[config.mk]
export PLATFORM = sky130hd
export DESIGN_NAME = sysctl_regblk
export DESIGN_NICKNAME = d
export VERILOG_FILES = /design/src/rtl/sysctl_pkg.sv /design/src/rtl/sysctl_addr_map.sv /design/src/rtl/sysctl_reg_store.sv /design/src/rtl/sysctl_release_gen.sv /design/src/rtl/sysctl_regblk.sv
export SDC_FILE = /design/constraint.sdc
export NUM_CORES = 1
export LEC_CHECK = 0
export ABC_AREA = 1
export BUFFER_PORTS_ARGS = -buffer_cell sky130_fd_sc_hd__buf_2
export CAP_MARGIN = 20
export CORE_UTILIZATION = 35
export CTS_BUF_LIST = sky130_fd_sc_hd__clkbuf_8
export DETAILED_ROUTE_END_ITERATION = 8
export PLACE_DENSITY = 0.47
export SLEW_MARGIN = 0
export SYNTH_ARGS = -nofsm -noshare
export SYNTH_HDL_FRONTEND = slang
export SYNTH_HIERARCHICAL = 1
export SYNTH_SLANG_ARGS = --single-unit
[constraint.sdc]
create_clock -name clk -period 3.6 [get_ports clk]
set_input_delay 0.54 -clock clk [delete_from_list [all_inputs] [get_ports clk]]
set_output_delay 0.54 -clock clk [all_outputs]
set_load 0.01 [all_outputs]
[src/rtl/sysctl_pkg.sv]
// Shared constants, types and helpers for the system control register block.
// Assumes a 32-bit data path and a byte address of at least 12 bits.
package sysctl_pkg;

    // Variant selectors
    localparam int VAR_BASIC  = 0;
    localparam int VAR_DUAL   = 1;
    localparam int VAR_SINGLE = 2;

    localparam int MAX_CPUS = 2;

    // Register offsets (byte addresses)
    localparam logic [11:0] OFF_SEC      = 12'h000;
    localparam logic [11:0] OFF_FDIV     = 12'h004;
    localparam logic [11:0] OFF_SDIV     = 12'h008;
    localparam logic [11:0] OFF_CFRC     = 12'h00C;
    localparam logic [11:0] OFF_BOOT0    = 12'h110;
    localparam logic [11:0] OFF_BOOT1    = 12'h114;
    localparam logic [11:0] OFF_WAIT_A   = 12'h118;
    localparam logic [11:0] OFF_NMI_A    = 12'h11C;
    localparam logic [11:0] OFF_WAIT_B   = 12'h120;
    localparam logic [11:0] OFF_NMI_B    = 12'h124;
    localparam logic [11:0] OFF_PWR      = 12'h1FC;
    localparam logic [11:0] OFF_SNS_SYS  = 12'h200;
    localparam logic [11:0] OFF_SNS_CPU0 = 12'h204;
    localparam logic [11:0] OFF_SNS_M0   = 12'h20C;
    localparam logic [11:0] OFF_SNS_M1   = 12'h210;
    localparam logic [11:0] OFF_SNS_X0   = 12'h214;
    localparam logic [11:0] OFF_SNS_X1   = 12'h218;
    localparam logic [11:0] OFF_ID_LO    = 12'hFD0;
    localparam logic [11:0] OFF_ID_HI    = 12'hFFC;

    // Field positions
    localparam int BOOT_LOCK_BIT  = 0;
    localparam int BOOT_VEC_LSB   = 7;
    localparam int PWR_UNLOCK_BIT = 0;

    // Reset values of fixed registers
    localparam logic [31:0] PWR_RST     = 32'h0000_0003;
    localparam logic [31:0] SNS_SYS_RST = 32'h0000_007F;

    // Storage slots, one per physical register
    typedef enum logic [3:0] {
        SL_SECCTL, SL_FDIV,     SL_SDIV,   SL_CFORCE,
        SL_BOOT0,  SL_BOOT1,    SL_WAIT,   SL_NMI,
        SL_EWCTL,  SL_PWR,      SL_SNS_SYS, SL_SNS_CPU0,
        SL_SNS_M0, SL_SNS_M1,   SL_SNS_X0, SL_SNS_X1
    } slot_e;

    localparam int NUM_SLOTS = 16;

    // Access class of a decoded offset
    typedef enum logic [1:0] {
        AK_INVALID,
        AK_RW,
        AK_RO_ZERO,
        AK_RO_ID
    } kind_e;

    // Identification byte for word index 0..11 of the ID window
    function automatic logic [7:0] id_byte(input int variant, input logic [3:0] idx);
        logic [7:0] b;
        case (idx)
            4'd0:    b = 8'h04;
            4'd4:    b = 8'h54;
            4'd5:    b = 8'hB8;
            4'd6:    b = (variant == VAR_BASIC) ? 8'h0B : 8'h1B;
            4'd8:    b = 8'h0D;
            4'd9:    b = 8'hF0;
            4'd10:   b = 8'h05;
            4'd11:   b = 8'hB1;
            default: b = 8'h00;
        endcase
        return b;
    endfunction

endpackage

[src/rtl/sysctl_addr_map.sv]
// Address decoder: turns a byte offset into an access class, a storage slot and,
// for the identification window, the byte to return. Purely combinational.
// Assumes ADDR_W >= 12; the variant is fixed at build time.
module sysctl_addr_map
    import sysctl_pkg::*;
#(
    parameter int VARIANT = VAR_DUAL,
    parameter int ADDR_W  = 12
) (
    input  logic [ADDR_W-1:0] addr,
    output kind_e             kind,
    output slot_e             slot,
    output logic [7:0]        id_val
);
    localparam bit IS_BASIC  = (VARIANT == VAR_BASIC);
    localparam bit IS_DUAL   = (VARIANT == VAR_DUAL);
    localparam bit IS_SINGLE = (VARIANT == VAR_SINGLE);

    logic [ADDR_W-1:0] id_off;
    logic [3:0]        id_idx;

    // Word index inside the identification window
    always_comb begin
        id_off = addr - ADDR_W'(OFF_ID_LO);
        id_idx = 4'(id_off >> 2);
    end

    // Per-variant offset map
    always_comb begin
        kind   = AK_INVALID;
        slot   = SL_SECCTL;
        id_val = 8'h00;
        if (addr[1:0] == 2'b00) begin
            case (addr)
                ADDR_W'(OFF_SEC):      if (!IS_BASIC) begin kind = AK_RW; slot = SL_SECCTL; end
                ADDR_W'(OFF_FDIV):     if (!IS_BASIC) begin kind = AK_RW; slot = SL_FDIV; end
                ADDR_W'(OFF_SDIV):     if (!IS_BASIC) begin kind = AK_RW; slot = SL_SDIV; end
                ADDR_W'(OFF_CFRC):     if (!IS_BASIC) begin kind = AK_RW; slot = SL_CFORCE; end
                ADDR_W'(OFF_BOOT0):    begin kind = AK_RW; slot = SL_BOOT0; end
                ADDR_W'(OFF_BOOT1):    if (IS_DUAL) begin kind = AK_RW; slot = SL_BOOT1; end
                ADDR_W'(OFF_WAIT_A):   if (!IS_SINGLE) begin kind = AK_RW; slot = SL_WAIT; end
                ADDR_W'(OFF_NMI_A): begin
                    if (IS_BASIC) begin
                        kind = AK_RO_ZERO;
                    end else if (IS_DUAL) begin
                        kind = AK_RW;
                        slot = SL_NMI;
                    end
                end
                ADDR_W'(OFF_WAIT_B):   if (IS_SINGLE) begin kind = AK_RW; slot = SL_WAIT; end
                ADDR_W'(OFF_NMI_B): begin
                    if (IS_SINGLE) begin
                        kind = AK_RW;
                        slot = SL_NMI;
                    end else if (IS_DUAL) begin
                        kind = AK_RW;
                        slot = SL_EWCTL;
                    end
                end
                ADDR_W'(OFF_PWR):      if (IS_SINGLE) begin kind = AK_RW; slot = SL_PWR; end
                ADDR_W'(OFF_SNS_SYS):  if (!IS_BASIC) begin kind = AK_RW; slot = SL_SNS_SYS; end
                ADDR_W'(OFF_SNS_CPU0): if (IS_SINGLE) begin kind = AK_RW; slot = SL_SNS_CPU0; end
                ADDR_W'(OFF_SNS_M0):   if (IS_DUAL) begin kind = AK_RW; slot = SL_SNS_M0; end
                ADDR_W'(OFF_SNS_M1):   if (IS_DUAL) begin kind = AK_RW; slot = SL_SNS_M1; end
                ADDR_W'(OFF_SNS_X0):   if (!IS_BASIC) begin kind = AK_RW; slot = SL_SNS_X0; end
                ADDR_W'(OFF_SNS_X1):   if (!IS_BASIC) begin kind = AK_RW; slot = SL_SNS_X1; end
                default: begin
                    if (addr >= ADDR_W'(OFF_ID_LO) && addr <= ADDR_W'(OFF_ID_HI)) begin
                        kind   = AK_RO_ID;
                        id_val = id_byte(VARIANT, id_idx);
                    end
                end
            endcase
        end
    end

endmodule

[src/rtl/sysctl_reg_store.sv]
// Register storage: one word per slot, with the write locks of the single-core variant.
// Assumes wr_en is already qualified as a write to a read/write offset.
// A dropped write is reported combinationally on wr_drop.
module sysctl_reg_store
    import sysctl_pkg::*;
#(
    parameter int          VARIANT   = VAR_DUAL,
    parameter int          DATA_W    = 32,
    parameter logic [31:0] BOOT0_RST = 32'h1000_0000,
    parameter logic [31:0] WAIT_RST  = 32'h0000_0000
) (
    input  logic              clk,
    input  logic              rst_n,
    input  logic              wr_en,
    input  slot_e             wr_slot,
    input  logic [DATA_W-1:0] wr_data,
    output logic              wr_drop,
    output logic [DATA_W-1:0] slot_q [NUM_SLOTS]
);
    localparam bit IS_SINGLE = (VARIANT == VAR_SINGLE);

    // Reset value of a slot
    function automatic logic [DATA_W-1:0] rst_of(input int s);
        logic [DATA_W-1:0] v;
        case (s)
            int'(SL_BOOT0):   v = DATA_W'(BOOT0_RST);
            int'(SL_WAIT):    v = DATA_W'(WAIT_RST);
            int'(SL_PWR):     v = DATA_W'(PWR_RST);
            int'(SL_SNS_SYS): v = DATA_W'(SNS_SYS_RST);
            default:          v = '0;
        endcase
        return v;
    endfunction

    logic commit;

    // Lock gating: locked boot vector (single-core) or cleared power unlock bit
    always_comb begin
        wr_drop = wr_en &&
                  ((IS_SINGLE && wr_slot == SL_BOOT0 && slot_q[SL_BOOT0][BOOT_LOCK_BIT]) ||
                   (wr_slot == SL_PWR && !slot_q[SL_PWR][PWR_UNLOCK_BIT]));
        commit  = wr_en && !wr_drop;
    end

    for (genvar g = 0; g < NUM_SLOTS; g++) begin : g_slot
        // Storage word for slot g
        always_ff @(posedge clk) begin
            if (!rst_n) begin
                slot_q[g] <= rst_of(g);
            end else if (commit && wr_slot == slot_e'(g)) begin
                slot_q[g] <= wr_data;
            end
        end
    end

    // The boot lock, once set, freezes the whole word
    if (IS_SINGLE) begin : g_lock_chk
        p_boot_lock_holds_r7: assert property (@(posedge clk) disable iff (!rst_n)
            slot_q[SL_BOOT0][BOOT_LOCK_BIT] |=> $stable(slot_q[SL_BOOT0]))
            else $error("boot vector changed while locked");
    end

    // A cleared unlock bit freezes the power word
    p_pwr_locked_r8: assert property (@(posedge clk) disable iff (!rst_n)
        !slot_q[SL_PWR][PWR_UNLOCK_BIT] |=> $stable(slot_q[SL_PWR]))
        else $error("power control changed while locked");

endmodule

[src/rtl/sysctl_release_gen.sv]
// CPU release pulse generator: a registered one-cycle pulse per watched CPU
// when its wait bit goes from 1 to 0 on a committed write.
// The variant sets how many CPUs are watched; the others stay low.
module sysctl_release_gen
    import sysctl_pkg::*;
#(
    parameter int VARIANT = VAR_DUAL,
    parameter int NCPU_W  = MAX_CPUS
) (
    input  logic              clk,
    input  logic              rst_n,
    input  logic              wait_wr,
    input  logic [NCPU_W-1:0] wait_old,
    input  logic [NCPU_W-1:0] wait_new,
    output logic [NCPU_W-1:0] release_o
);
    localparam int NCPU = (VARIANT == VAR_SINGLE) ? 1 : NCPU_W;

    for (genvar g = 0; g < NCPU_W; g++) begin : g_cpu
        if (g < NCPU) begin : g_live
            // Falling-edge detect on wait bit g
            always_ff @(posedge clk) begin
                if (!rst_n) release_o[g] <= 1'b0;
                else        release_o[g] <= wait_wr && wait_old[g] && !wait_new[g];
            end

            p_release_needs_write_r9: assert property (@(posedge clk) disable iff (!rst_n)
                release_o[g] |-> $past(wait_wr))
                else $error("release pulse without a wait write");

            p_release_one_cycle_r9: assert property (@(posedge clk) disable iff (!rst_n)
                release_o[g] |=> !release_o[g])
                else $error("release pulse longer than one cycle");
        end else begin : g_idle
            assign release_o[g] = 1'b0;
        end
    end

endmodule

[src/rtl/sysctl_regblk.sv]
// System control register block, top level. Decodes a one-access-per-cycle
// request bus, applies reads and writes to the register store, and returns
// a registered response one cycle later. It also drives the boot vectors and
// the CPU release pulses. VARIANT is fixed at build time.
module sysctl_regblk
    import sysctl_pkg::*;
#(
    parameter int          VARIANT   = VAR_DUAL,
    parameter int          ADDR_W    = 12,
    parameter int          DATA_W    = 32,
    parameter logic [31:0] BOOT0_RST = 32'h1000_0000,
    parameter logic [31:0] WAIT_RST  = 32'h0000_0000
) (
    input  logic                clk,
    input  logic                rst_n,
    input  logic                req_valid,
    input  logic                req_write,
    input  logic [ADDR_W-1:0]   req_addr,
    input  logic [DATA_W-1:0]   req_wdata,
    output logic                resp_valid,
    output logic                resp_err,
    output logic [DATA_W-1:0]   resp_rdata,
    output logic [MAX_CPUS-1:0] cpu_release,
    output logic [DATA_W-1:0]   boot_vec0,
    output logic [DATA_W-1:0]   boot_vec1
);
    localparam bit                IS_SINGLE = (VARIANT == VAR_SINGLE);
    localparam bit                IS_DUAL   = (VARIANT == VAR_DUAL);
    localparam logic [DATA_W-1:0] VEC_MASK  = ~((DATA_W'(1) << BOOT_VEC_LSB) - DATA_W'(1));

    kind_e             dec_kind;
    slot_e             dec_slot;
    logic [7:0]        dec_id;
    logic              st_wr;
    logic              st_drop;
    logic [DATA_W-1:0] slot_q [NUM_SLOTS];
    logic [DATA_W-1:0] rd_next;
    logic              err_next;
    logic              wait_wr;

    sysctl_addr_map #(
        .VARIANT (VARIANT),
        .ADDR_W  (ADDR_W)
    ) u_map (
        .addr   (req_addr),
        .kind   (dec_kind),
        .slot   (dec_slot),
        .id_val (dec_id)
    );

    // Qualify writes that reach storage
    always_comb begin
        st_wr   = req_valid && req_write && (dec_kind == AK_RW);
        wait_wr = st_wr && (dec_slot == SL_WAIT);
    end

    sysctl_reg_store #(
        .VARIANT   (VARIANT),
        .DATA_W    (DATA_W),
        .BOOT0_RST (BOOT0_RST),
        .WAIT_RST  (WAIT_RST)
    ) u_store (
        .clk     (clk),
        .rst_n   (rst_n),
        .wr_en   (st_wr),
        .wr_slot (dec_slot),
        .wr_data (req_wdata),
        .wr_drop (st_drop),
        .slot_q  (slot_q)
    );

    sysctl_release_gen #(
        .VARIANT (VARIANT),
        .NCPU_W  (MAX_CPUS)
    ) u_rel (
        .clk       (clk),
        .rst_n     (rst_n),
        .wait_wr   (wait_wr),
        .wait_old  (slot_q[SL_WAIT][MAX_CPUS-1:0]),
        .wait_new  (req_wdata[MAX_CPUS-1:0]),
        .release_o (cpu_release)
    );

    // Next response data and error, by access class
    always_comb begin
        rd_next  = '0;
        err_next = 1'b0;
        unique case (dec_kind)
            AK_RW: begin
                if (!req_write) rd_next = slot_q[dec_slot];
                err_next = st_drop;
            end
            AK_RO_ZERO: err_next = req_write;
            AK_RO_ID: begin
                if (req_write) err_next = 1'b1;
                else           rd_next  = DATA_W'(dec_id);
            end
            default: err_next = 1'b1;
        endcase
    end

    // Response register: one cycle after the request
    always_ff @(posedge clk) begin
        if (!rst_n) begin
            resp_valid <= 1'b0;
            resp_err   <= 1'b0;
            resp_rdata <= '0;
        end else begin
            resp_valid <= req_valid;
            resp_err   <= req_valid && err_next;
            resp_rdata <= (req_valid && !err_next) ? rd_next : '0;
        end
    end

    // Boot vector outputs
    always_comb begin
        boot_vec0 = IS_SINGLE ? (slot_q[SL_BOOT0] & VEC_MASK) : slot_q[SL_BOOT0];
        boot_vec1 = IS_DUAL ? slot_q[SL_BOOT1] : '0;
    end

    p_resp_follows_req_r2: assert property (@(posedge clk) disable iff (!rst_n)
        req_valid |=> resp_valid)
        else $error("missing response");

    p_no_stray_resp_r2: assert property (@(posedge clk) disable iff (!rst_n)
        !req_valid |=> !resp_valid)
        else $error("response without request");

    p_err_data_zero_r3: assert property (@(posedge clk) disable iff (!rst_n)
        resp_err |-> (resp_rdata == '0))
        else $error("error response carries data");

    p_err_needs_resp_r3: assert property (@(posedge clk) disable iff (!rst_n)
        resp_err |-> resp_valid)
        else $error("error flag without response");

endmodule

==> results of run 1 <==
## cells by family after synthesis
kind of cell	synth area share, %
compound gates	6.732
fa+ha+maj	0.4434
simple gates	38.25
buf+inv	19.24
flops	35.34
## layout make-up
class	count	area share, %
multi-input combinational	3114	40.29
sequential	548	31.13
inverter	1102	11.76
timing repair buffer	298	6.966
clock buffer	127	4.960
tap	1155	4.101
clock inverter	50	0.7882
antenna	1	0.007100
## sequential cells by signal, indices dropped and copies added, names as in the netlist
| register | count |
|---|---|
| resp_err | 1 |
| resp_rdata | 32 |
| resp_valid | 1 |
| u_rel/release_o | 2 |
| u_store/slot_q | 512 |
## power groups by stage
stage	Combinational, mW	Clock (mW)	Sequential (mW)
finish	0.514	6.17	6.07
floorplan	0.316	0	6.20
global route	0.561	6.62	6.07
detailed placement	0.512	0	6.20
CTS	0.513	6.34	6.07
global placement	0.515	0	6.20
## worst max path at each step
stage | endpoint | startpoint | cells past startpoint | slack, ns
finish | u_store/slot_q[149] | req_addr[2] | 18 | 0.87
global route | u_store/slot_q[150] | req_addr[2] | 18 | 0.67
CTS | u_store/slot_q[51] | req_addr[2] | 18 | 0.97
detailed placement | u_store/slot_q[149] | req_addr[2] | 18 | 0.15
global placement | u_store/slot_q[177] | req_addr[2] | 18 | 0.19
floorplan | resp_rdata[23] | req_addr[2] | 20 | 0.33
## layout by cell type (no fill, tap or decap), types with 3 or more instances in the layout
cell / instances
inv_8: 3
a21oi_1: 34
o21ai_0: 184
nor2_4: 5
inv_1: 1122
nor2_2: 17
nand3_1: 150
nand4_1: 516
nand2_1: 1303
nand3_4: 4
buf_4: 105
dfxtp_1: 547
ha_1: 11
o22ai_1: 49
buf_12: 46
nor3_1: 3
a21boi_0: 30
clkinv_2: 17
o21ai_1: 13
clkbuf_8: 127
buf_2: 146
nor2_1: 734
inv_2: 5
o211ai_1: 48
## critical path: stages
cell     delay [ns]
buf_2          0.13
inv_1          0.09
ha_1           0.24
nand2_2        0.14
nor2_1         0.07
nand2_1        0.13
nand3_1        0.11
nor2_2         0.14
inv_1          0.07
inv_1          0.17
nor2_1         0.10
nand3_4        0.10
buf_12         0.26
buf_12         0.34
buf_12         0.35
nand4_1        0.14
nand2_1        0.10
nor2_1         0.04
## per-layer routing
metal	GRT usage (%)	wire, µm	vias up
met5	0	0	-
met4	6.280	2226	0
met3	2.963	5193	137
met2	42.29	54560	747
met1	35.11	54520	14323
li1	-	-	15826
==> metrics.cfg, run 1 <==
[global_routing]
grt_pass1_wl_mm=179.7
grt_usage_pct=25.52
grt_pass1_vias=29112
grt-ovfl-total=0
grt_max_degree=109
antenna_found_initial=1

[clocking]
numCtsBuffers=105
root_buffer=clkbuf_8
cts-resized-gates=0
hold_buffers=0
clockBufferDepth=3
worst_skew_pair.late_latency_ns=0.77
path_clk_slew_ns=0.06
clock_tree.htree_level_count=3
cts_setup_buffers=0
cts_tree=built
numClockSinks=548

[critical_path]
critPathKind=in2reg
required_ns=4.24
rrSetupSlack_ns=1.63
setup.worst_path.start_class=primary input
reg2reg_depth=8
cp_max_fo=67
r2r-start=u_store/slot_q[192]
regToRegEndpoint=u_store/slot_q[149]
crit_path_end_kind=flop
worstPathArrival_ns=3.37

[power_and_ir_drop]
vdd_drop_max_mv=0.2365
power_frac_comb_pct=4.0
switching_share_pct=26.35
p_seq_share_pct=47.6
switchingPower_mw=3.359
finalPower_mw=12.75
leakage_nw=16.66
p_int_mw=9.389
powerDensity_nw_per_um2=361.7
power_frac_clock_pct=48.4

[detailed_routing]
wl_mm=116.5
ant_nets=0
viasPerCell=4.853
first_pass_iters=5
vias=31033
drc=0
drt_iter0_drc=2461
wl_per_cell_um=18.22

[sta]
tightest_slew_ns=0.8946
setup_viol=0
hold_viol=0
fin_crit_ns=2.729
finalMaxSlewViolations=0
setup_tns_ns=0
relSlewSlack_pct=40.29
layout_setup_ws_ns=0.8708
holdWs_ns=0.08194
post-route-period-util_pct=75.81
fmax_mhz=366.4
rsz0062_at_grt=false
finalClockSkew_ns=0.04274

[synth]
netlist_area_um2=31040
syn_avg_cell_area_um2=5.998
synth_top_cell_by_area=dfxtp_1
ys_ff_latch=548
synth-edff-count=0
synthMostInstantiatedCell=nand2_1
ys_async_sr_fraction_pct=0
synth_area_leaders=dfxtp_1, nand2_1, inv_1
yosysSeqAreaShare_pct=35.34
syn_inst=5175
syn_nets=5234
yosysWarningCount=6
synth_common_cells=nand2_1, inv_1, nor2_1
synth_flop_cell=dfxtp_1
synth_top_area_share_pct=35.34
yosysUniqueCellTypes=34

[layout]
drive_gt1_share_pct=9.410
nets=5228
syn2layout_area_growth_pct=13.54
fin_area_um2=35240
multi_input_area_um2=14200
ff_latch_area_um2=10970
fin_cells=6395
fillers=9719
final_util_pct=40.37

[placed_design]
place_inst=6217
dp_slack_ns=0.1506
hpwlAfterDp_mm=69.80
routabilityCongestion=0.8135
postPlaceCellArea_um2=33210
numPortBuffers=147

[run_status]
outcome=finished clean

[worst_hold_path]
whs_endpoint=u_store/slot_q[217]
hold_start=req_wdata[25]
min_path_cells=3
hold_class=in2reg

[die]
io_pins=148
dieArea_um2=89880
std_cell_rows=108
core-area_um2=87290
initial_core_util_pct=35.56
die_w_um=299.8
die_h_um=299.8

[run]
drv_cap=0

Note: power is estimated with default switching activity, not from simulation.
==> run 2, diff against run 1 <==
==> constraint.sdc (replaced) <==
create_clock -name clk -period 2.65 [get_ports clk]
set_input_delay 0.3975 -clock clk [delete_from_list [all_inputs] [get_ports clk]]
set_output_delay 0.3975 -clock clk [all_outputs]
set_load 0.01 [all_outputs]
==> run 2 against run 1 <==
  * Via count is 0.86% higher
  * Cell area grew 4.8%
  * Sequential share of layout area is 1.4 points lower
  * Clock-buffer cell count is 4 higher
  * Register-to-register slack got worse by 0.82 ns
  * Flip-flop and latch count is the same
  * Largest cell class unchanged
  * Clock power grew 41%
  * First-iteration DRC count decreased by 6.7%
  * Non-clock buffer count rose by 146
  * Setup slack worse by 0.63 ns
  * Combinational power rose by 50%
  * Clock skew fell by 0.013 ns
==> metrics.cfg, run 2 (synthesis results as in run 1) <==
[placed_design]
hpwlAfterDp_mm=73.46
routabilityCongestion=0.8369
postPlaceCellArea_um2=34480
numPortBuffers=147

[global_routing]
grt_pass1_wl_mm=178.8
grt_usage_pct=25.54
grt-ovfl-total=0
grt_pass1_vias=29238
grt_max_degree=109
antenna_found_initial=1

[layout]
fillers=9522
top_register=u_store/slot_q
syn2layout_area_growth_pct=19.04
drive_gt1_share_pct=11.47
fin_area_um2=36950
top_regs=u_store/slot_q: 512 flops, resp_rdata: 32 flops, u_rel/release_o: 2 flops
final_common_cell=nand2_1
final_cell_mix=nand2_1, inv_1, nor2_1
largest_register_ffs=512
nets=5375

[critical_path]
critPathKind=in2reg
required_ns=3.28
rrSetupSlack_ns=0.81
crit_path_end_kind=flop
regToRegEndpoint=u_store/slot_q[398]
cp_max_fo=63
reg2reg_depth=8
worstPathArrival_ns=3.04
r2r-start=u_store/slot_q[192]
setup.worst_path.start_class=primary input

[sta]
rsz0062_at_grt=false
hold_viol=0
relSlewSlack_pct=40.13
finalClockSkew_ns=0.02980
post-route-period-util_pct=90.83
finalMaxSlewViolations=0
setup_viol=0
setup_tns_ns=0
fin_crit_ns=2.407
fmax_mhz=415.5
tightest_slew_ns=0.8970

[clocking]
clockBufferDepth=3
numCtsBuffers=106
root_buffer=clkbuf_8
path_clk_slew_ns=0.06
cts_tree=built
cts_setup_buffers=0
clock_tree.htree_level_count=3
worst_skew_pair.late_latency_ns=0.76
numClockSinks=548

[detailed_routing]
vias=31300
wl_mm=116.8
viasPerCell=4.782
drt_iter0_drc=2297
wl_per_cell_um=17.85
first_pass_iters=5
drc=0
ant_nets=0

[die]
die_w_um=299.8
initial_core_util_pct=35.56
io_pins=148
core-area_um2=87290
die_h_um=299.8
std_cell_rows=108
dieArea_um2=89880

[power_and_ir_drop]
powerDensity_nw_per_um2=479.6
finalPower_mw=17.72
vdd_drop_max_mv=0.3509
leakage_nw=17.52

[run_status]
outcome=finished clean

[worst_hold_path]
hold_start=req_write
min_path_cells=4
hold_class=in2reg
whs_endpoint=resp_rdata[2]

[run]
drv_cap=0

==> run 2: what timing repair did <==
item                                   CTS  global route
hold buffers                            34             0
endpoints found under the hold margin   45             0
gates resized for setup                  0             0
==> run 2: worst max-delay path by stage <==
stage,start,end,slack (ns)
2_1_floorplan,req_addr[3],resp_rdata[23],-0.02
3_3_place_gp,req_addr[3],resp_rdata[11],-0.49
3_5_place_dp,req_addr[3],u_store/slot_q[407],-0.50
4_1_cts,req_addr[5],u_store/slot_q[387],0.31
5_1_grt,req_addr[3],u_store/slot_q[495],0.06
6_report,req_addr[3],u_store/slot_q[398],0.24
==> run 2: metal layers <==
layer	wire length (µm)	up-vias	GRT usage (%)
li1	-	16114	-
met5	0	-	0
met3	5491	198	3.302
met4	3548	0	8.746
met1	54340	14239	34.80
met2	53430	749	41.39
==> run 2: layout make-up <==
class	instances	area, µm²	area share (%)
multi-input cells	3114	14270	38.62
repair buffers	444	3986	10.79
clock buffers	131	1803	4.880
flip-flops and latches	548	10970	29.69
clock inverters	50	322.8	0.8737
diodes	1	2.502	0.006773
well taps	1155	1445	3.911
inverters	1102	4148	11.23
==> run 2: stage by stage <==
stage               utilization (%)  hold slack [ns]  std cells  setup WS, ns
CTS                           42.32          0.03901       6544        0.3068
finish                        42.33           0.1047       6545        0.2430
floorplan                         -           0.4289       5175      -0.02223
global placement              39.50           0.4461       6329       -0.4862
detailed placement            39.50           0.4495       6329       -0.5044
global route                  42.33           0.1103       6545       0.05956
==> run 2: report_power, final <==
part / internal [mW] / switching (mW)
Combinational: 0.233 / 0.540
Sequential: 8.24 / 0.000795
Clock: 4.72 / 3.98
==> run 2: critical path, cell delays in order <==
cell and delay (ns):
buf_2 0.14, clkinvlp_4 0.16, ha_4 0.20, nand2_4 0.08, nor2_1 0.05, nand2_1 0.11, buf_4 0.14, nand3_4 0.20
inv_2 0.13, nor2_1 0.08, nand3_4 0.09, buf_4 0.33, buf_12 0.27, buf_12 0.29, nand4_1 0.12, nand2_1 0.09
nor2_1 0.05
